**src/rtl/snd_dma_pkg.sv**
```systemverilog
package snd_dma_pkg;
  localparam int unsigned WORD_W = 16;
  localparam int unsigned OPC_W  = 4;
  localparam int unsigned IDX_W  = 4;
  localparam int unsigned VAL_W  = 8;
  localparam int unsigned CNT_W  = 12;

  typedef enum logic [OPC_W-1:0] {
    OP_LOAD   = 4'd0,
    OP_WAIT   = 4'd1,
    OP_REPEAT = 4'd2,
    OP_LOOP   = 4'd3,
    OP_INT    = 4'd4,
    OP_STOP   = 4'd5
  } opcode_e;

  typedef enum logic [1:0] {
    ST_IDLE  = 2'd0,
    ST_FETCH = 2'd1,
    ST_EXEC  = 2'd2,
    ST_WAIT  = 2'd3
  } seq_state_e;
endpackage

```
**src/rtl/snd_dma_pause.sv**
```systemverilog
module snd_dma_pause #(
  parameter int unsigned CNT_W = 12
) (
  input  logic             clk,
  input  logic             rst_n,
  input  logic             load,
  input  logic [CNT_W-1:0] load_val,
  input  logic             tick,
  output logic             expired
);
  logic [CNT_W-1:0] cnt_q, cnt_d;
  logic             cnt_en;

  always_comb begin
    cnt_d  = cnt_q;
    cnt_en = 1'b0;
    if (load) begin
      cnt_d  = load_val;
      cnt_en = 1'b1;
    end else if (tick && (cnt_q != '0)) begin
      cnt_d  = cnt_q - 1'b1;
      cnt_en = 1'b1;
    end
  end

  always_ff @(posedge clk or negedge rst_n) begin
    if (!rst_n)      cnt_q <= '0;
    else if (cnt_en) cnt_q <= cnt_d;
  end

  assign expired = (cnt_q == '0);
endmodule

```
**src/rtl/snd_dma_loop.sv**
```systemverilog
module snd_dma_loop #(
  parameter int unsigned ADDR_W = 16,
  parameter int unsigned CNT_W  = 12
) (
  input  logic              clk,
  input  logic              rst_n,
  input  logic              arm,
  input  logic [ADDR_W-1:0] arm_addr,
  input  logic [CNT_W-1:0]  arm_cnt,
  input  logic              loop_op,
  output logic              take,
  output logic [ADDR_W-1:0] ret_addr
);
  logic [CNT_W-1:0]  cnt_q, cnt_d;
  logic [ADDR_W-1:0] ret_q;
  logic              cnt_en;

  assign take     = (cnt_q != '0);
  assign ret_addr = ret_q;

  always_comb begin
    cnt_d  = cnt_q;
    cnt_en = 1'b0;
    if (arm) begin
      cnt_d  = arm_cnt;
      cnt_en = 1'b1;
    end else if (loop_op && take) begin
      cnt_d  = cnt_q - 1'b1;
      cnt_en = 1'b1;
    end
  end

  always_ff @(posedge clk or negedge rst_n) begin
    if (!rst_n)      cnt_q <= '0;
    else if (cnt_en) cnt_q <= cnt_d;
  end

  always_ff @(posedge clk or negedge rst_n) begin
    if (!rst_n)   ret_q <= '0;
    else if (arm) ret_q <= arm_addr;
  end
endmodule

```
**src/rtl/snd_dma_seq.sv**
```systemverilog
module snd_dma_seq
  import snd_dma_pkg::*;
#(
  parameter int unsigned ADDR_W = 16
) (
  input  logic              clk,
  input  logic              rst_n,
  input  logic              en_set,
  input  logic              en_clr,
  input  logic              addr_ld,
  input  logic [ADDR_W-1:0] addr_ld_val,
  input  logic              tick,
  input  logic              irq_clr,
  output logic              mem_req,
  output logic [ADDR_W-1:0] mem_addr,
  input  logic              mem_gnt,
  input  logic [WORD_W-1:0] mem_rdata,
  output logic              reg_wr,
  output logic [IDX_W-1:0]  reg_idx,
  output logic [VAL_W-1:0]  reg_data,
  output logic              irq_req,
  output logic              chan_en,
  output logic [ADDR_W-1:0] cur_addr
);
  seq_state_e        state_q, state_d;
  logic [ADDR_W-1:0] addr_q, addr_d;
  logic [WORD_W-1:0] ir_q;
  logic              ir_we;
  logic              en_q, en_d;
  logic              irq_q, irq_d;
  opcode_e           op;
  logic [CNT_W-1:0]  arg;
  logic              tmr_load, tmr_expired;
  logic              loop_arm, loop_op, loop_take;
  logic [ADDR_W-1:0] loop_ret;
  logic              stop_hit, irq_set;
  logic              pause_busy;

  assign op         = opcode_e'(ir_q[WORD_W-1 -: OPC_W]);
  assign arg        = ir_q[CNT_W-1:0];
  assign ir_we      = (state_q == ST_FETCH) && mem_gnt;
  assign pause_busy = (state_q == ST_WAIT);

  snd_dma_pause #(.CNT_W(CNT_W)) u_pause (
    .clk      (clk),
    .rst_n    (rst_n),
    .load     (tmr_load),
    .load_val (arg),
    .tick     (tick),
    .expired  (tmr_expired)
  );

  snd_dma_loop #(.ADDR_W(ADDR_W), .CNT_W(CNT_W)) u_loop (
    .clk      (clk),
    .rst_n    (rst_n),
    .arm      (loop_arm),
    .arm_addr (addr_q),
    .arm_cnt  (arg),
    .loop_op  (loop_op),
    .take     (loop_take),
    .ret_addr (loop_ret)
  );

  // sequencing and address next-state
  always_comb begin
    state_d  = state_q;
    addr_d   = addr_q;
    tmr_load = 1'b0;
    loop_arm = 1'b0;
    loop_op  = 1'b0;
    stop_hit = 1'b0;
    irq_set  = 1'b0;
    reg_wr   = 1'b0;
    case (state_q)
      ST_IDLE: begin
        if (en_q) state_d = ST_FETCH;
      end
      ST_FETCH: begin
        if (mem_gnt) begin
          addr_d  = addr_q + 1'b1;
          state_d = ST_EXEC;
        end
      end
      ST_EXEC: begin
        state_d = en_q ? ST_FETCH : ST_IDLE;
        case (op)
          OP_LOAD:   reg_wr = 1'b1;
          OP_WAIT: begin
            tmr_load = 1'b1;
            state_d  = ST_WAIT;
          end
          OP_REPEAT: loop_arm = 1'b1;
          OP_LOOP: begin
            loop_op = 1'b1;
            if (loop_take) addr_d = loop_ret;
          end
          OP_INT:    irq_set = 1'b1;
          OP_STOP: begin
            stop_hit = 1'b1;
            state_d  = ST_IDLE;
          end
          default: ;
        endcase
      end
      ST_WAIT: begin
        if (tmr_expired) state_d = en_q ? ST_FETCH : ST_IDLE;
      end
      default: state_d = ST_IDLE;
    endcase
    if (addr_ld) addr_d = addr_ld_val;
  end

  // enable and interrupt next-state
  always_comb begin
    en_d = en_q;
    if (en_set) en_d = 1'b1;
    if (en_clr || stop_hit) en_d = 1'b0;
    irq_d = irq_q;
    if (irq_clr) irq_d = 1'b0;
    if (irq_set) irq_d = 1'b1;
  end

  always_ff @(posedge clk or negedge rst_n) begin
    if (!rst_n) begin
      state_q <= ST_IDLE;
      addr_q  <= '0;
      en_q    <= 1'b0;
      irq_q   <= 1'b0;
    end else begin
      state_q <= state_d;
      addr_q  <= addr_d;
      en_q    <= en_d;
      irq_q   <= irq_d;
    end
  end

  always_ff @(posedge clk or negedge rst_n) begin
    if (!rst_n)     ir_q <= '0;
    else if (ir_we) ir_q <= mem_rdata;
  end

  assign mem_req  = (state_q == ST_FETCH);
  assign mem_addr = addr_q;
  assign reg_idx  = ir_q[IDX_W+VAL_W-1:VAL_W];
  assign reg_data = ir_q[VAL_W-1:0];
  assign irq_req  = irq_q;
  assign chan_en  = en_q;
  assign cur_addr = addr_q;
endmodule

```
**config.mk**
```make
export PLATFORM = sky130hd
export DESIGN_NAME = snd_dma_seq
export DESIGN_NICKNAME = d
export VERILOG_FILES = /design/src/rtl/snd_dma_pkg.sv /design/src/rtl/snd_dma_pause.sv /design/src/rtl/snd_dma_loop.sv /design/src/rtl/snd_dma_seq.sv
export SDC_FILE = /design/constraint.sdc
export NUM_CORES = 1
export LEC_CHECK = 0
export ABC_AREA = 1
export BUFFER_PORTS_ARGS = -buffer_cell sky130_fd_sc_hd__buf_2
export CAP_MARGIN = 20
export CORE_UTILIZATION = 50
export DETAILED_ROUTE_END_ITERATION = 12
export GPL_ROUTABILITY_DRIVEN = 0
export PLACE_DENSITY = 0.73
export SLEW_MARGIN = 20
export SYNTH_ARGS = -nofsm -noshare
export SYNTH_HDL_FRONTEND = slang
export SYNTH_SLANG_ARGS = --single-unit
```
**constraint.sdc**
```tcl
create_clock -name clk -period 2.2 [get_ports clk]
set_clock_uncertainty 0.15 [all_clocks]
set_input_delay 0.22 -clock clk [delete_from_list [all_inputs] [get_ports clk]]
set_output_delay 0.22 -clock clk [all_outputs]
set_load 0.1 [all_outputs]
```
==> results.ini, run 1 <==
[drt]
wl_um=11400
drc=0
num_vias=4303
firstDrtPassIters=5
vias_per_cell=5.29
ant_nets=0
first_iter_violations=252
post_drt_wl_per_cell_um=14.1

[min_path]
hold_end=cur_addr[7]$_DFFE_PN0P_
hold_path.class=input pin to flip-flop
min_from=addr_ld_val[7]
hold_depth=5

[setup_path]
reg2reg_from=u_loop.cnt_q[0]$_DFFE_PN0P_
reg2reg_depth=9
rr_endpoint=cur_addr[1]$_DFFE_PN0P_
crit_start=state_q[1]$_DFFE_PN0P_
cp_max_fo=15
startpoint_type=flip-flop
critPathKind=flip-flop to primary output
end_kind=primary output
required_ns=1.83
critPathArrivalTime_ns=1.69
ff2ff_setup_slack_ns=0.33

[timing]
period_share_pct=93.7
fin_crit_ns=2.06
finalMaxSlewViolations=0
fin_setup_tns_ns=0
max_freq_mhz=485
fin_ws_ns=0.139
slew_headroom_pct=66.7
rsz0062_at_grt=no
finalSetupViolCount=0
hold_viol=0
tightest_slew_ns=0.499

[logic_synthesis]
synth_fp_nets=661
seq_area_frac_synth_pct=40.3
avgSynthCellArea_sq_um=7.67
synthMuxAreaShare_pct=2.86
synth-xor-area-share_pct=2.60
synth_top_family_by_area=simple AND/OR/NAND/NOR gates
synth_adder_area_share_pct=1.32
yosys-top-cells-area=dfrtp_1 40%, nand2_1 13%, nand3_1 5.8%
synth_compound_area_share_pct=11.5
ys_seq_elements=76
synth_top_cell_by_area=dfrtp_1
synth_warnings=0
syn_area_sq_mm=0.00472
synth-simple-area-share_pct=28.4
synth_cell_types=36
syn_inst=616
yosysTopAreaCellShare_pct=40.3

[clock_tree]
clk_latency_ns=0.35
h-tree-depth=3
cts_tree=done
cts_buffers=9
clockBufferDepth=2
clk_pin_slew_ns=0.08
cts_sinks=76
post_cts_buffers=0
cts_root_buffer=clkbuf_8

[cells_and_area]
syn2layout_area_growth_pct=15.8
drive_gt1_share_pct=22.6
fillers=820
post-route-cell-area_sq_mm=0.00547
n_antenna_cell=0
final_core_util_pct=59.5
nets=742

[global_route]
grt_usage_pct=24.5
grt_overflow=0
antenna_found_initial=0
grt_pass1_vias=4058
grt_max_degree=37
grt_first_pass_wirelength_um=19100

[place]
dp_hpwl_um=8250
dpl_cell_area_sq_mm=0.00504
numPortBuffers=87
dp_slack_ns=0.341

[floorplan]
die_w_um=99.2
ios=88
die_h_um=99.2
initial_core_util_pct=51.4
rows=35
dieArea_sq_mm=0.00984
core_sq_mm=0.00920

[flow_run]
drv_cap=0

[status]
status=completed

synthesized netlist by cell type, drive strengths merged:
library cell / instances
nand2: 170
dfrtp: 76
inv: 70
nand3: 58
o21ai: 55
nor2: 54
buf: 45
o211ai: 15
a21oi: 14
mux2: 12
nand4: 11
xor2: 11
a21boi: 5
ha: 5
a31oi: 3
xnor2: 3
clkbuf: 2
nor3: 2
or2: 2
nor4: 1
o21bai: 1
o221ai: 1
final cells by class:
type / count / area (sq um) / share of cell area [%]
Inverter: 70 / 263 / 4.80
Sequential cell: 76 / 1900 / 34.8
Multi-Input combinational cell: 423 / 2220 / 40.6
Clock buffer: 10 / 128 / 2.33
Clock inverter: 6 / 86.3 / 1.58
Timing Repair Buffer: 117 / 731 / 13.4
Tap cell: 111 / 139 / 2.54
routing by layer:
layer	track usage, %	part of all wire (%)	vias to the layer above	wire (um)
li1	-	-	2123	-
met1	32.0	44	2022	5050
met2	41.1	48	134	5530
met3	3.87	5.5	24	624
met4	9.50	2.0	0	234
met5	0	0	-	0
logic make-up (layout without fill, tap and decap cells):
group	Yosys count	after routing
AOI/OAI and AO/OA	94	94
and+or+nand+nor	298	298
muxes	12	12
buffers and inverters	117	203
xor gates and xnor gates	14	14
DFF	76	76
adders and majority gates	5	5
cells in the final DEF (no fill, tap or decap), drive strengths merged:
master,synthesis,routed
nand2,170,170
o221ai,1,1
a21oi,14,14
nand4,11,11
nand3,58,58
bufinv,0,2
inv,70,71
nor4,1,1
xnor2,3,3
nor3,2,2
o211ai,15,15
clkinv,0,2
buf,45,95
nor2,54,54
dfrtp,76,76
clkbuf,2,11
clkinvlp,0,1
o21ai,55,55
ha,5,5
o21bai,1,1
dlygate4sd3,0,21
xor2,11,11
a21boi,5,5
or2,2,2
a31oi,3,3
mux2,12,12
worst max-delay path, stage by stage (launching register included):
cell	delay [ns]
dfrtp_1	0.53
nand2_4	0.20
nor4_4	0.24
clkbuf_4	0.37
flip-flops by register name, indices dropped and copies added (netlist names):
register / count
state_q: 2
u_loop.ret_addr: 16
u_pause.cnt_q: 12
ir_q: 16
u_loop.cnt_q: 12
cur_addr: 16
chan_en: 1
irq_req: 1
worst max path at each step:
stage,slack [ns],cells past startpoint,to
after detailed placement,0.34,9,cur_addr[1]$_DFFE_PN0P_
final,0.14,3,reg_wr
after global placement,0.43,9,cur_addr[1]$_DFFE_PN0P_
after CTS,0.04,3,reg_wr
after floorplan,-0.003,4,reg_wr
after global routing,0.03,3,reg_wr
metrics by stage:
| stage | hold slack (ns) | std cells |
|---|---|---|
| global route | 0.0398 | 813 |
| CTS | 0.0176 | 813 |
| detailed placement | 0.0718 | 776 |
| floorplan | -0.226 | 616 |
| finish | 0.0264 | 813 |
| global placement | 0.0588 | 776 |
what timing repair did:
item	in CTS	in global routing
hold buffers	21	0
endpoints found under the hold margin	54	0
resized for setup	0	1
endpoints found under the setup margin	0	1
Power of run 1 is left out: the tool's default activity adds up to more than one toggle a clock period on the data nets, which glitch-free logic cannot reach.
==> run 2, diff against run 1 <==
- PLACE_DENSITY: 0.73 -> default
- PLACE_DENSITY_LB_ADDON: default -> 0.12
==> run 2 against run 1 <==
Net effect: utilization up 0.30 points; worst setup slack improved by 0.011 ns; global-route usage grew 0.78 points; clock-buffer cell count increased by 1; sequential share of layout area fell by 0.17 points; wire length is 3.3% higher; die area is the same; non-clock buffer count unchanged; maximum frequency rose by 0.54%; worst hold slack worse by 0.016 ns; via count decreased by 1.7%; first-iteration DRC count down 23%; largest cell class unchanged.
==> results.ini, run 2 (synthesis gave the netlist of run 1 again) <==
[setup_path]
end_kind=primary output  ; unchanged
critPathKind=flip-flop to primary output  ; unchanged
startpoint_type=flip-flop  ; unchanged
cp.buffers_inverters=1  ; unchanged
reg2reg_from=u_loop.cnt_q[0]$_DFFE_PN0P_  ; unchanged
cp_max_fo=7  ; was 15
reg2reg_depth=9  ; unchanged
slowest_stage=dfrtp_1  ; unchanged
crit_family=flip-flops  ; unchanged
required_ns=1.83  ; about the same
rr_endpoint=u_loop.cnt_q[8]$_DFFE_PN0P_  ; was cur_addr[1]$_DFFE_PN0P_
path_cells=nand2_4 -> nor4_4 -> clkbuf_4  ; unchanged
ff2ff_setup_slack_ns=0.33  ; about the same
critPathArrivalTime_ns=1.68  ; was 1.69 ns
cp_slowest_stage_delay_ns=0.54  ; was 0.53 ns

[timing]
max_freq_mhz=488  ; was 485 MHz
fin_ws_ns=0.150  ; was 0.139 ns
rsz0062_at_grt=no  ; unchanged
hold-worst-slack_ns=0.0109  ; was 0.0264 ns
finalSetupViolCount=0  ; unchanged
tightest_slew_ns=0.503  ; was 0.499 ns
fin_crit_ns=2.05  ; was 2.06 ns
fin_setup_tns_ns=0  ; unchanged
period_share_pct=93.2  ; was 93.7%
slew_headroom_pct=66.7  ; about the same
hold_viol=0  ; unchanged
finalMaxSlewViolations=0  ; unchanged

[status]
status=completed  ; unchanged

[min_path]
hold_path.class=input pin to flip-flop  ; unchanged
hold_depth=5  ; unchanged
hold_end=cur_addr[6]$_DFFE_PN0P_  ; was cur_addr[7]$_DFFE_PN0P_
min_from=addr_ld_val[6]  ; was addr_ld_val[7]

[global_route]
grt_first_pass_wirelength_um=19500  ; was 19100 um
grt_pass1_vias=4114  ; was 4058
grt_overflow=0  ; unchanged
grt_max_degree=34  ; was 37
grt_usage_pct=25.3  ; was 24.5%
antenna_found_initial=0  ; unchanged

[place]
numPortBuffers=87  ; unchanged
dp.cells=776  ; unchanged
dp_hpwl_um=8340  ; was 8250 um
dp_slack_ns=0.333  ; was 0.341 ns

[floorplan]
ios=88  ; unchanged
initial_core_util_pct=51.4  ; unchanged
dieArea_sq_mm=0.00984  ; unchanged
rows=35  ; unchanged
core_sq_mm=0.00920  ; unchanged
die_h_um=99.2  ; unchanged
die_w_um=99.2  ; unchanged

[cells_and_area]
nets=742  ; unchanged
layout_common_cells=162 x nand2_1, 85 x buf_2, 74 x dfrtp_1  ; unchanged
drive_gt1_share_pct=22.6  ; unchanged
fillers=896  ; was 820
layout_commonest_cell=nand2_1  ; unchanged
syn2layout_area_growth_pct=16.4  ; was 15.8%
n_antenna_cell=0  ; unchanged
layout.cells.non_filler=813  ; unchanged

[drt]
vias_per_cell=5.20  ; was 5.29
firstDrtPassIters=5  ; unchanged
first_iter_violations=194  ; was 252
post_drt_wl_per_cell_um=14.5  ; was 14.1 um
ant_nets=0  ; unchanged
drc=0  ; unchanged
wl_um=11800  ; was 11400 um
num_vias=4231  ; was 4303

[clock_tree]
h-tree-depth=3  ; unchanged
cts_buffers=9  ; unchanged
clockBufferDepth=2  ; unchanged
cts_root_buffer=clkbuf_8  ; unchanged
post_cts_buffers=0  ; unchanged
cts_tree=done  ; unchanged
clk_latency_ns=0.36  ; was 0.35 ns
cts_sinks=76  ; unchanged
clk_pin_slew_ns=0.08  ; about the same

[flow_run]
drv_cap=0  ; unchanged

-- run 2: cell count changes in the layout (fill, tap and decap cells not counted), sizes merged --
cell      before  now
bufinv         2    3
clkbuf        11   12
inv           71   70
clkinvlp       1    0
-- run 2: per-layer routing --
metal / part of all wire [%] / global-route usage, %
met1: 44 / 31.3
met2: 50 / 44.6
met3: 3.9 / 3.02
met4: 2.1 / 11.0
met5: 0 / 0
-- run 2: how the worst max path moves through the flow --
stage | from | endpoint | slack (ns) | cells past startpoint
3_3_place_gp | u_loop.cnt_q[0]$_DFFE_PN0P_ | cur_addr[1]$_DFFE_PN0P_ | 0.41 | 9
2_1_floorplan | state_q[0]$_DFFE_PN0P_ | reg_wr | -0.003 | 4
6_report | state_q[1]$_DFFE_PN0P_ | reg_wr | 0.15 | 3
5_1_grt | state_q[1]$_DFFE_PN0P_ | reg_wr | 0.08 | 3
4_1_cts | state_q[1]$_DFFE_PN0P_ | reg_wr | 0.04 | 3
3_5_place_dp | u_loop.cnt_q[0]$_DFFE_PN0P_ | cur_addr[1]$_DFFE_PN0P_ | 0.33 | 9
-- run 2: repair_timing --
item                                    in CTS  in global routing
resized for setup                            0                  1
hold buffers                                21                  0
endpoints found under the setup margin       0                  1
hold endpoints to repair                    79                  0
-- run 2: layout make-up --
class | count | area, sq um | share of cell area, %
Inverter | 70 | 263 | 4.78
Sequential cell | 76 | 1900 | 34.6
Tap cell | 111 | 139 | 2.53
Timing Repair Buffer | 117 | 731 | 13.3
Clock buffer | 11 | 141 | 2.57
Clock inverter | 5 | 100 | 1.82
Multi-Input combinational cell | 423 | 2220 | 40.4
-- run 2: through the flow --
step	util, %	area [sq um]
floorplan	-	4740
global placement	54.9	5040
detailed placement	54.9	5040
CTS	59.8	5500
global route	59.8	5500
finish	59.8	5500
-- run 2: tightest hold or removal path, stage by stage --
cell and delay (ns):
buf_2 0.08, nand2_1 0.04, nand2_1 0.05, nand2_1 0.04, nand2_1 0.05
Power of run 2 is left out for the same reason.
==> run 3, diff against run 2 <==
- BUFFER_PORTS_ARGS: -buffer_cell sky130_fd_sc_hd__buf_2 -> default
- DONT_BUFFER_PORTS: default -> 1
- clock period: 2.2 -> 2 ns (I/O delays scaled with it)
==> run 3 against run 2 <==
Net effect: the run now ends with hold timing left; first-iteration DRC count increased by 12%; largest cell class unchanged; via count decreased by 3.1%; critical endpoint unchanged; cell area decreased by 0.59%; final cell count decreased by 5.5%; worst hold slack got worse by 0.63 ns; global-route usage decreased by 0.26 points; utilization decreased by 0.35 points; register-to-register slack got worse by 0.15 ns; non-clock buffer count decreased by 45; wire length decreased by 2.8%; die area unchanged.
==> results.ini, run 3 (synthesis gave the netlist of run 1 again) <==
[global_route]
grt_first_pass_wirelength_um=19300  ; was 19500 um
grt_pass1_vias=3879  ; was 4114
grt_usage_pct=25.0  ; was 25.3%
grt_max_degree=77  ; was 34
antenna_found_initial=0  ; unchanged
grt_overflow=0  ; unchanged

[setup_path]
cp_max_fo=25  ; was 7
rr_endpoint=u_loop.cnt_q[1]$_DFFE_PN0P_  ; was u_loop.cnt_q[8]$_DFFE_PN0P_
endpoint=reg_wr  ; unchanged
reg2reg_from=u_loop.cnt_q[0]$_DFFE_PN0P_  ; unchanged
crit_start=state_q[0]$_DFFE_PN0P_  ; was state_q[1]$_DFFE_PN0P_
critPathKind=flip-flop to primary output  ; unchanged
reg2reg_depth=8  ; was 9
critPathArrivalTime_ns=1.59  ; was 1.68 ns
ff2ff_setup_slack_ns=0.18  ; was 0.33 ns
end_kind=primary output  ; unchanged
startpoint_type=flip-flop  ; unchanged
required_ns=1.65  ; was 1.83 ns

[cells_and_area]
syn2layout_area_growth_pct=15.7  ; was 16.4%
layout_common_cells=162 x nand2_1, 62 x inv_1, 58 x dfrtp_1  ; was 162 x nand2_1, 85 x buf_2, 74 x dfrtp_1
multi_input_area_sq_mm=0.00224  ; was 0.00222 sq mm
n_antenna_cell=0  ; unchanged
drive_gt1_share_pct=17.7  ; was 22.6%
regArea_sq_mm=0.00192  ; was 0.00190 sq mm
final_core_util_pct=59.4  ; was 59.8%
layout.cells.non_filler=768  ; was 813
layout_commonest_cell=nand2_1  ; unchanged
nets=697  ; was 742
fillers=826  ; was 896

[drt]
ant_nets=0  ; unchanged
first_iter_violations=217  ; was 194
vias_per_cell=5.34  ; was 5.20
firstDrtPassIters=4  ; was 5
num_vias=4100  ; was 4231
drc=0  ; unchanged
wl_um=11500  ; was 11800 um
post_drt_wl_per_cell_um=15.0  ; was 14.5 um

[floorplan]
ios=88  ; unchanged
core_sq_mm=0.00920  ; unchanged
dieArea_sq_mm=0.00984  ; unchanged
rows=35  ; unchanged
die_h_um=99.2  ; unchanged
initial_core_util_pct=51.4  ; unchanged
die_w_um=99.2  ; unchanged

[timing]
hold_viol=76  ; was 0
rsz0062_at_grt=yes  ; was no
period_share_pct=96.8
finalMaxSlewViolations=0  ; unchanged
tightest_slew_ns=0.555  ; was 0.503 ns
slew_headroom_pct=63.0  ; was 66.7%
max_freq_mhz=517
finalSetupViolCount=0  ; unchanged
fin_crit_ns=1.94
hold-worst-slack_ns=-0.623  ; was 0.0109 ns

[clock_tree]
clk_latency_ns=0.36  ; about the same
cts_buffers=9  ; unchanged
cts_tree=done  ; unchanged
clockBufferDepth=2  ; unchanged
cts_root_buffer=clkbuf_8  ; unchanged
clk_pin_slew_ns=0.08  ; about the same
cts_sinks=76  ; unchanged
h-tree-depth=3  ; unchanged
ctsHoldBuffers=35  ; was 21

[place]
numPortBuffers=0  ; was 87
dp_hpwl_um=7840  ; was 8340 um
dp.cells=717  ; was 776

[status]
status=finished with violations  ; was completed
violations=hold timing

[flow_run]
drv_cap=0  ; unchanged

[min_path]
hold_path.class=input pin to async pin  ; was input pin to flip-flop

==> run 3: cell type report <==
cell class / instances / area share [%]
clock inverters: 4 / 1.74
multi-input cells: 423 / 41.0
inverters: 70 / 4.85
repair buffers: 72 / 11.8
well taps: 111 / 2.54
flip-flops and latches: 76 / 35.2
clock buffers: 12 / 2.84
==> run 3: per-layer routing <==
metal  up-vias  global-route usage (%)  wire (um)
met2       107                    37.0       5170
met3        11                    4.43        540
met5         -                       0          0
met4         0                    7.69        136
li1       2042                       -          -
met1      1940                    37.4       5650
==> run 3: worst min-delay path by stage <==
stage          slack, ns                      endpoint  depth (start not counted)   from
5_1_grt            -0.65  u_pause.cnt_q[4]$_DFFE_PN0P_                          0  rst_n
2_1_floorplan      -0.25           chan_en$_DFFE_PN0P_                          0  rst_n
3_3_place_gp       -0.24  u_pause.cnt_q[6]$_DFFE_PN0P_                          0  rst_n
6_report           -0.62  u_pause.cnt_q[6]$_DFFE_PN0P_                          0  rst_n
4_1_cts            -0.64  u_pause.cnt_q[6]$_DFFE_PN0P_                          0  rst_n
3_5_place_dp       -0.24  u_pause.cnt_q[6]$_DFFE_PN0P_                          0  rst_n
==> run 3: what timing repair did <==
| item | in CTS | in global routing |
|---|---|---|
| endpoints found under the hold margin | 114 | 76 |
| setup buffers | 0 | 0 |
| gates resized for setup | 3 | 7 |
| pin swaps | 0 | 0 |
| setup endpoints to repair | 1 | 13 |
==> run 3: critical path, cell delays in order (launching register included) <==
cell and delay [ns]:
dfrtp_2 0.46, inv_4 0.09, nand2_4 0.08, buf_12 0.17
nor4_4 0.16, buf_6 0.26
==> run 3: per-stage QoR <==
step	hold slack, ns	instance area [sq um]	setup WS, ns	setup TNS [ns]
3_3_place_gp	-0.244	4820	0.205	0
6_report	-0.623	5470	0.0646	0
3_5_place_dp	-0.243	4820	0.149	0
2_1_floorplan	-0.246	4750	-0.0741	-0.0741
4_1_cts	-0.636	5430	0.00334	0
5_1_grt	-0.649	5470	-0.00135	-0.00253
Power of run 3 is left out for the same reason.
